==> config.mk <==
export PLATFORM = sky130hd
export DESIGN_NAME = scsi_regfront
export DESIGN_NICKNAME = d
export VERILOG_FILES = /design/src/rtl/scsi_regfront.sv
export SDC_FILE = /design/constraint.sdc
export NUM_CORES = 1
export LEC_CHECK = 0
export BUFFER_PORTS_ARGS = -buffer_cell sky130_fd_sc_hd__buf_2
export CORE_MARGIN = 2
export CORE_UTILIZATION = 50
export CTS_CLUSTER_SIZE = 40
export DETAILED_ROUTE_END_ITERATION = 8
export GPL_TIMING_DRIVEN = 0
export MAX_ROUTING_LAYER = met4
export PLACE_DENSITY_LB_ADDON = 0.05
export REMOVE_ABC_BUFFERS = 1
export SYNTH_ARGS = -nofsm -noshare
export SYNTH_HDL_FRONTEND = slang
export SYNTH_SLANG_ARGS = --single-unit
export TNS_END_PERCENT = 10
==> constraint.sdc <==
create_clock -name clk -period 2.1 [get_ports clk]
set_input_delay 0.105 -clock clk [delete_from_list [all_inputs] [get_ports clk]]
set_output_delay 0.105 -clock clk [all_outputs]
set_load 0.03 [all_outputs]
==> src/rtl/scsi_regfront.sv <==
module scsi_regfront #(
  parameter int ADDR_W = 6,
  parameter int DATA_W = 8,
  parameter int DMA_W  = 32,
  parameter int DMA_N  = 4
) (
  input  logic                        clk,
  input  logic                        rst_n,
  input  logic                        reg_wr_en,
  input  logic [ADDR_W-1:0]           reg_addr,
  input  logic [DATA_W-1:0]           reg_wdata,
  output logic [DATA_W-1:0]           reg_rdata,
  input  logic                        dma_wr_en,
  input  logic [$clog2(DMA_N)+1:0]    dma_addr,
  input  logic [DMA_W-1:0]            dma_wdata,
  output logic [DMA_W-1:0]            dma_rdata,
  input  logic                        irq_clr,
  output logic                        irq
);
  localparam int IDX_W  = ADDR_W - 2;
  localparam int NREG   = 1 << IDX_W;
  localparam int DSEL_W = $clog2(DMA_N);
  localparam int CMD_IDX  = 3;
  localparam int STAT_IDX = 4;
  localparam int INTR_IDX = 5;
  localparam int SEQ_IDX  = 6;
  localparam int ID_IDX   = 14;
  localparam logic [DATA_W-1:0] ID_VAL   = DATA_W'(8'h04);
  localparam logic [DATA_W-1:0] STAT_VAL = DATA_W'(8'h1A);
  localparam logic [DATA_W-1:0] INTR_VAL = DATA_W'(8'h20);
  localparam logic [DATA_W-1:0] SEQ_VAL  = DATA_W'(8'h04);

  logic [DATA_W-1:0] bank [NREG];
  logic [DMA_W-1:0]  dreg [DMA_N];

  wire [IDX_W-1:0]  idx    = reg_addr[ADDR_W-1:2];
  wire [DSEL_W-1:0] dsel   = dma_addr[DSEL_W+1:2];
  wire              cmd_wr = reg_wr_en && (idx == IDX_W'(CMD_IDX));
  wire [6:0]        op     = reg_wdata[6:0];
  wire              do_rst = cmd_wr && (op == 7'h02);
  wire              do_sel = cmd_wr && (op == 7'h42);
  wire              store  = reg_wr_en && ((idx < IDX_W'(3)) || (idx == IDX_W'(8)));

  for (genvar i = 0; i < NREG; i++) begin : g_reg
    localparam logic [DATA_W-1:0] RV = (i == ID_IDX) ? ID_VAL : '0;
    logic [DATA_W-1:0] q;
    always_ff @(posedge clk or negedge rst_n) begin
      if (!rst_n)                       q <= RV;
      else if (do_rst)                  q <= RV;
      else if (do_sel && i == STAT_IDX) q <= STAT_VAL;
      else if (do_sel && i == INTR_IDX) q <= INTR_VAL;
      else if (do_sel && i == SEQ_IDX)  q <= SEQ_VAL;
      else if (store && idx == IDX_W'(i)) q <= reg_wdata;
    end
    assign bank[i] = q;
  end

  for (genvar j = 0; j < DMA_N; j++) begin : g_dma
    logic [DMA_W-1:0] q;
    always_ff @(posedge clk or negedge rst_n) begin
      if (!rst_n)                             q <= '0;
      else if (do_rst)                        q <= '0;
      else if (dma_wr_en && dsel == DSEL_W'(j)) q <= dma_wdata;
    end
    assign dreg[j] = q;
  end

  always_ff @(posedge clk or negedge rst_n) begin
    if (!rst_n)       irq <= 1'b0;
    else if (do_rst)  irq <= 1'b0;
    else if (do_sel)  irq <= 1'b1;
    else if (irq_clr) irq <= 1'b0;
  end

  assign reg_rdata = bank[idx];
  assign dma_rdata = dreg[dsel];
endmodule

**Yosys cells after proc, flatten, opt, wreduce, memory -nomap -nowiden**

Cells that the tools add are included.

- Word-level logic and storage cells: 146
- Bits of input ports: 55
- Register bits: 257
- Output and inout port bits: 41

- Equality and inequality tests: 20
- Bitwise operators: 2
- Reductions and logical operators: 48
- Order comparisons: 3
- Multiplexer cells: 52

Operator list:

| operator | number |
|---|---|
| 32-bit two-way mux | 10 |
| 8-bit two-way mux | 37 |
| 32-bit binary-select mux with 2-bit select | 1 |
| 2-bit nonzero test | 17 |
| 8-bit binary-select mux with 4-bit select | 1 |
| 4-bit == test, second input constant | 8 |
| 1-bit logical AND | 24 |
| 4-bit by 3-bit == test with 1-bit output, second input constant | 4 |
| 3-bit nonzero test | 4 |
| 4-bit by 2-bit == test with 1-bit output, second input constant | 2 |
| 7-bit by 2-bit == test with 1-bit output, second input constant | 1 |
| 7-bit == test, second input constant | 1 |
| 5-bit greater-or-equal comparator, second input constant | 1 |
| 4-bit NOT with 5-bit output | 1 |
| 2-bit == test, second input constant | 2 |
| 4-bit by 1-bit == test with 1-bit output, second input constant | 1 |
| 4-bit zero test | 1 |
| 4-bit by 2-bit < comparator with 1-bit output, second input constant | 1 |
| 3-bit greater-or-equal comparator, second input constant | 1 |
| 1-bit two-way mux | 3 |
| 2-bit NOT with 3-bit output | 1 |
| 2-bit by 1-bit == test with 1-bit output, second input constant | 1 |
| 2-bit zero test | 1 |
| 1-bit logical OR | 1 |

**Longest topological paths before layout**

- Word-level depth: 7
- Mapped depth: 8
- Gate-level depth less buffers: 3

**Worst setup path after synthesis**

No wires, ideal clock.

- Kind: input-to-output
- Start point: input reg_addr[2]
- End point: output reg_rdata[5]
- Required time: 1995 ps
- Arrival: 1473 ps
- Stages: 5
- Buffers on the path: 2
- Slack: 522 ps
- Cell sequence: buf_2 buf_4 mux4_2 a22oi_1 nand2_1

- Longest elaborated chain between the ends: 4

Ends and longest elaborated chain:

| element | line | RTL |
|---|---|---|
| from (decl) | 10 | `input logic [ADDR_W-1:0] reg_addr,` |
| 4-bit NOT with 5-bit output (not written as such) | 75 | `assign reg_rdata = bank[idx];` |
| 8-bit binary-select mux with 4-bit select | 75 |  |
| 8-bit two-way mux (not written as such) (2 in series) | 75 |  |
| to (decl) | 12 | `output logic [DATA_W-1:0] reg_rdata,` |

No other way between the ends. The select of a mux whose other input is x is not followed.

**Worst setup path after layout**

- Start point: input reg_wdata[3]
- End point: register g_reg[4].q[3]

- Longest elaborated chain between the ends: 4
- Elaborated cells between the ends (all ways): 8
- Classes of those cells: 2 x eq/ne; 3 x mux; 3 x reduce/logical

Ends and longest elaborated chain:

| element | line | RTL |
|---|---|---|
| from (decl) | 11 | `input logic [DATA_W-1:0] reg_wdata,` |
| 7-bit == test | 41 | `wire do_sel = cmd_wr && (op == 7'h42);` |
| 1-bit logical AND | 41 |  |
| 8-bit two-way mux | 50 | `else if (do_sel && i == STAT_IDX) q <= STAT_VAL;` |
| 8-bit two-way mux | 49 | `else if (do_rst) q <= RV;` |
| to (signal assigned) | 53 | `else if (store && idx == IDX_W'(i)) q <= reg_wdata;` |
| to (decl) | 46 | `logic [DATA_W-1:0] q;` |

Parallel ways exist; a longest one is shown, timed or not. The select of a mux whose other input is x is not followed.
A chain may end at the register's enable or synchronous reset.

==> flow_metrics.tcl <==
set metrics [dict create \
    hp-class "input port to register" \
    critical-path-top-delay-family "simple AND/OR/NAND/NOR gates" \
    synthAdderAreaFrac_pct 0 \
    ys_types 37 \
    syn_area_per_cell_um2 13.14 \
    antenna_found_initial 0 \
    clk_latency_ps 530 \
    hold_viol 0 \
    r2r_setup_slack_ps 1250 \
    holdPathEnd "g_reg[8].q[7]" \
    r2r_start "irq" \
    yosysWarnings 0 \
    cts_sinks 257 \
    cts.clk_slew.worst_paths_ps 60 \
    worstMarginPinSlew_ps 1022 \
    die_x_um 155.8 \
    stdcell_count 1288 \
    die-height_um 155.8 \
    cts_buffers 28 \
    drc_errors 0 \
    grt_pass1_wl_um 42200 \
    nets 1038 \
    ys_top_cells_by_count "256 x dfrtp_1, 136 x nor2_1, 128 x mux2i_1" \
    vias_per_cell 5.700 \
    reg2regPathDepth 2 \
    cp_max_fo 25 \
    synth.area.top_cells "dfrtp_1 56%, mux4_2 13%, mux2i_1 11%" \
    place_hpwl_um 15850 \
    first_pass_iters 4 \
    critPathLaunch "reg_wdata[3]" \
    drt-total-wl_um 25450 \
    cpPeakStageDelay_ps 880 \
    leakage_nw 6.754 \
    irDropWorstVdd_uv 476.5 \
    critical_path_arrival_ps 2450 \
    finalSetupViolCount 0 \
    root_buffer "clkbuf_16" \
    finalCritPeriodShare_pct 97.45 \
    path_cells "dlygate4sd3_1 > buf_2 > and4bb_2 > and4b_1 > mux2_2" \
    grt_overflow 0 \
    num_antenna_cells 0 \
    clock.fmax_ghz 0.4887 \
    yosysTopAreaCell "dfrtp_1" \
    grt_usage_pct 22.51 \
    cp.required_ps 2510 \
    rsz0062_at_grt "true" \
    ys_ff_latch 257 \
    synth_edf_count 0 \
    layout-drive-gt1-share_pct 23.63 \
    drtAntennaViolNets 0 \
    synth_area_um2 11520 \
    max_slew_margin_pct 31.83 \
    slew_violations 0 \
    gp_congestion 0.7795 \
    core_area_um2 22640 \
    portBuffers 91 \
    areaGrowthSynthToFinish_pct 17.85 \
    cts-htree-levels 1 \
    cp_slowest_cell "and4b_1" \
    end_kind "register" \
    fin_tns_setup_ps 0 \
    wl_per_cell_um 19.76 \
    die-area_um2 24270 \
    muxShareOfSynthArea_pct 24.22 \
    ys_seq_area_share_pct 55.83 \
    synth-simple-area-share_pct 11.90 \
    dp_cells 1196 \
    cap_violations 0 \
    outcome "completed" \
    cts_tree "yes" \
    startpoint_type "input port" \
    initial_core_util_pct 50.89 \
    grt_pass1_vias 7917 \
    async_flop_share_pct 100.0 \
    cts_setup_buffers 0 \
    power_density_nw_per_um2 923.8 \
    holdPathStages 4 \
    fin_crit_ps 2046 \
    synth.most_common_cell "dfrtp_1" \
    cts_buffer_depth 3 \
    cp_num_buf_inv 2 \
    yosys.area.top_type_share_pct 55.60 \
    crit_type "input port to register" \
    row_count 55 \
    synth_compound_area_share_pct 4.409 \
    synth_top_family_by_area "multiplexers" \
    grt_max_degree 134 \
    synth-main-ff-cell "dfrtp_1" \
    num_vias 7342 \
    io_pins 96 \
    rr_endpoint "irq" \
    drt_first_iter_violations 454 \
    min_from "reg_addr[4]" \
    synth_xor_area_share_pct 0 \
    fin_skew_ps 0 \
    synthCells 877 \
]
==> routing by layer <==
| metal | vias up | wire, um | GRT usage, % |
|---|---|---|---|
| li1 | 3309 | - | - |
| met1 | 3835 | 11570 | 30.94 |
| met2 | 165 | 12390 | 36.03 |
| met3 | 33 | 1084 | 3.111 |
| met4 | 0 | 411 | 5.592 |
| met5 | - | 0 | - |
==> metrics by stage <==
stage          instance area (um^2)  setup WS [ps]  total power, W  util, %  hold slack [ps]
3_3_place_gp                  11920          -5488        0.007795    52.66            389.5
6_report                      13580          53.61         0.01254    59.97            25.93
5_1_grt                       13580         -57.08         0.01318    59.97            52.82
3_5_place_dp                  12220         -937.5        0.007946    53.97            263.8
2_1_floorplan                 11110          -2691        0.007199        -           -190.6
4_1_cts                       13550         0.8986         0.01270    59.83           0.2778
==> report_power, final <==
part | internal [W] | switching, W
logic | 0.000899 | 0.00115
registers | 0.00555 | 0.000315
clock network | 0.00273 | 0.00190
total | 0.00918 | 0.00336
==> sequential cells by signal, summed over array words and instances (netlist names) <==
register and count:
irq 1, g_dma.q 128, g.q 128
==> how the worst max path moves through the flow <==
stage          slack (ps)        endpoint  cells past startpoint
3_5_place_dp         -940   g_reg[4].q[3]                      4
2_1_floorplan       -2690  g_reg[14].q[2]                      3
5_1_grt               -60  g_dma[3].q[30]                      7
6_report               50   g_reg[4].q[3]                      5
4_1_cts               0.9    reg_rdata[2]                      4
3_3_place_gp        -5490  g_reg[14].q[2]                      4
==> cells by family after synthesis <==
kind of cell | Yosys count
compound gates | 77
mux | 198
flops | 257
simple gates | 271
buf+inv | 74
==> tightest hold or removal path, cell delays in order <==
cell	delay, ps
buf_2	170
nor4b_1	100
nand3_1	80
a21oi_1	50
==> placed cells by master, fill, tap and decap left out, types with 2 or more instances in the layout <==
cell           instances
mux4_2                64
and2b_1               12
o2bb2ai_1             20
nand3_1                9
mux2i_1              128
mux2_2                 6
a21oi_1               11
buf_4                  2
buf_2                 87
buf_6                  4
clkinv_2               6
o21ai_0               28
nand2_1                7
a22oi_2                8
a22oi_1                8
buf_8                  7
dlygate4sd3_1         42
inv_1                  2
nor2_1               135
clkbuf_8               6
buf_16                 5
nand3b_1               2
or2_2                  2
dfrtp_1              256
nor2b_1               82
nor3_1                 6
clkbuf_1               8
clkbuf_16             29
==> repair_timing <==
item / in CTS / in global routing
gates resized for setup: 8 / 7
hold endpoints to repair: 281 / 0
hold buffers: 42 / 0
setup endpoints to repair: 230 / 75
pin swaps: 0 / 5
==> area by class of cell <==
cell class,instances,area [um^2]
multi-input combinational,546,4727
clock inverter,7,37.54
clock buffer,43,838.3
inverter,2,7.507
timing repair buffer,148,1179
sequential,257,6432
fill,1769,9062
tap,285,356.6
Note: power is estimated with default switching activity, not from simulation.
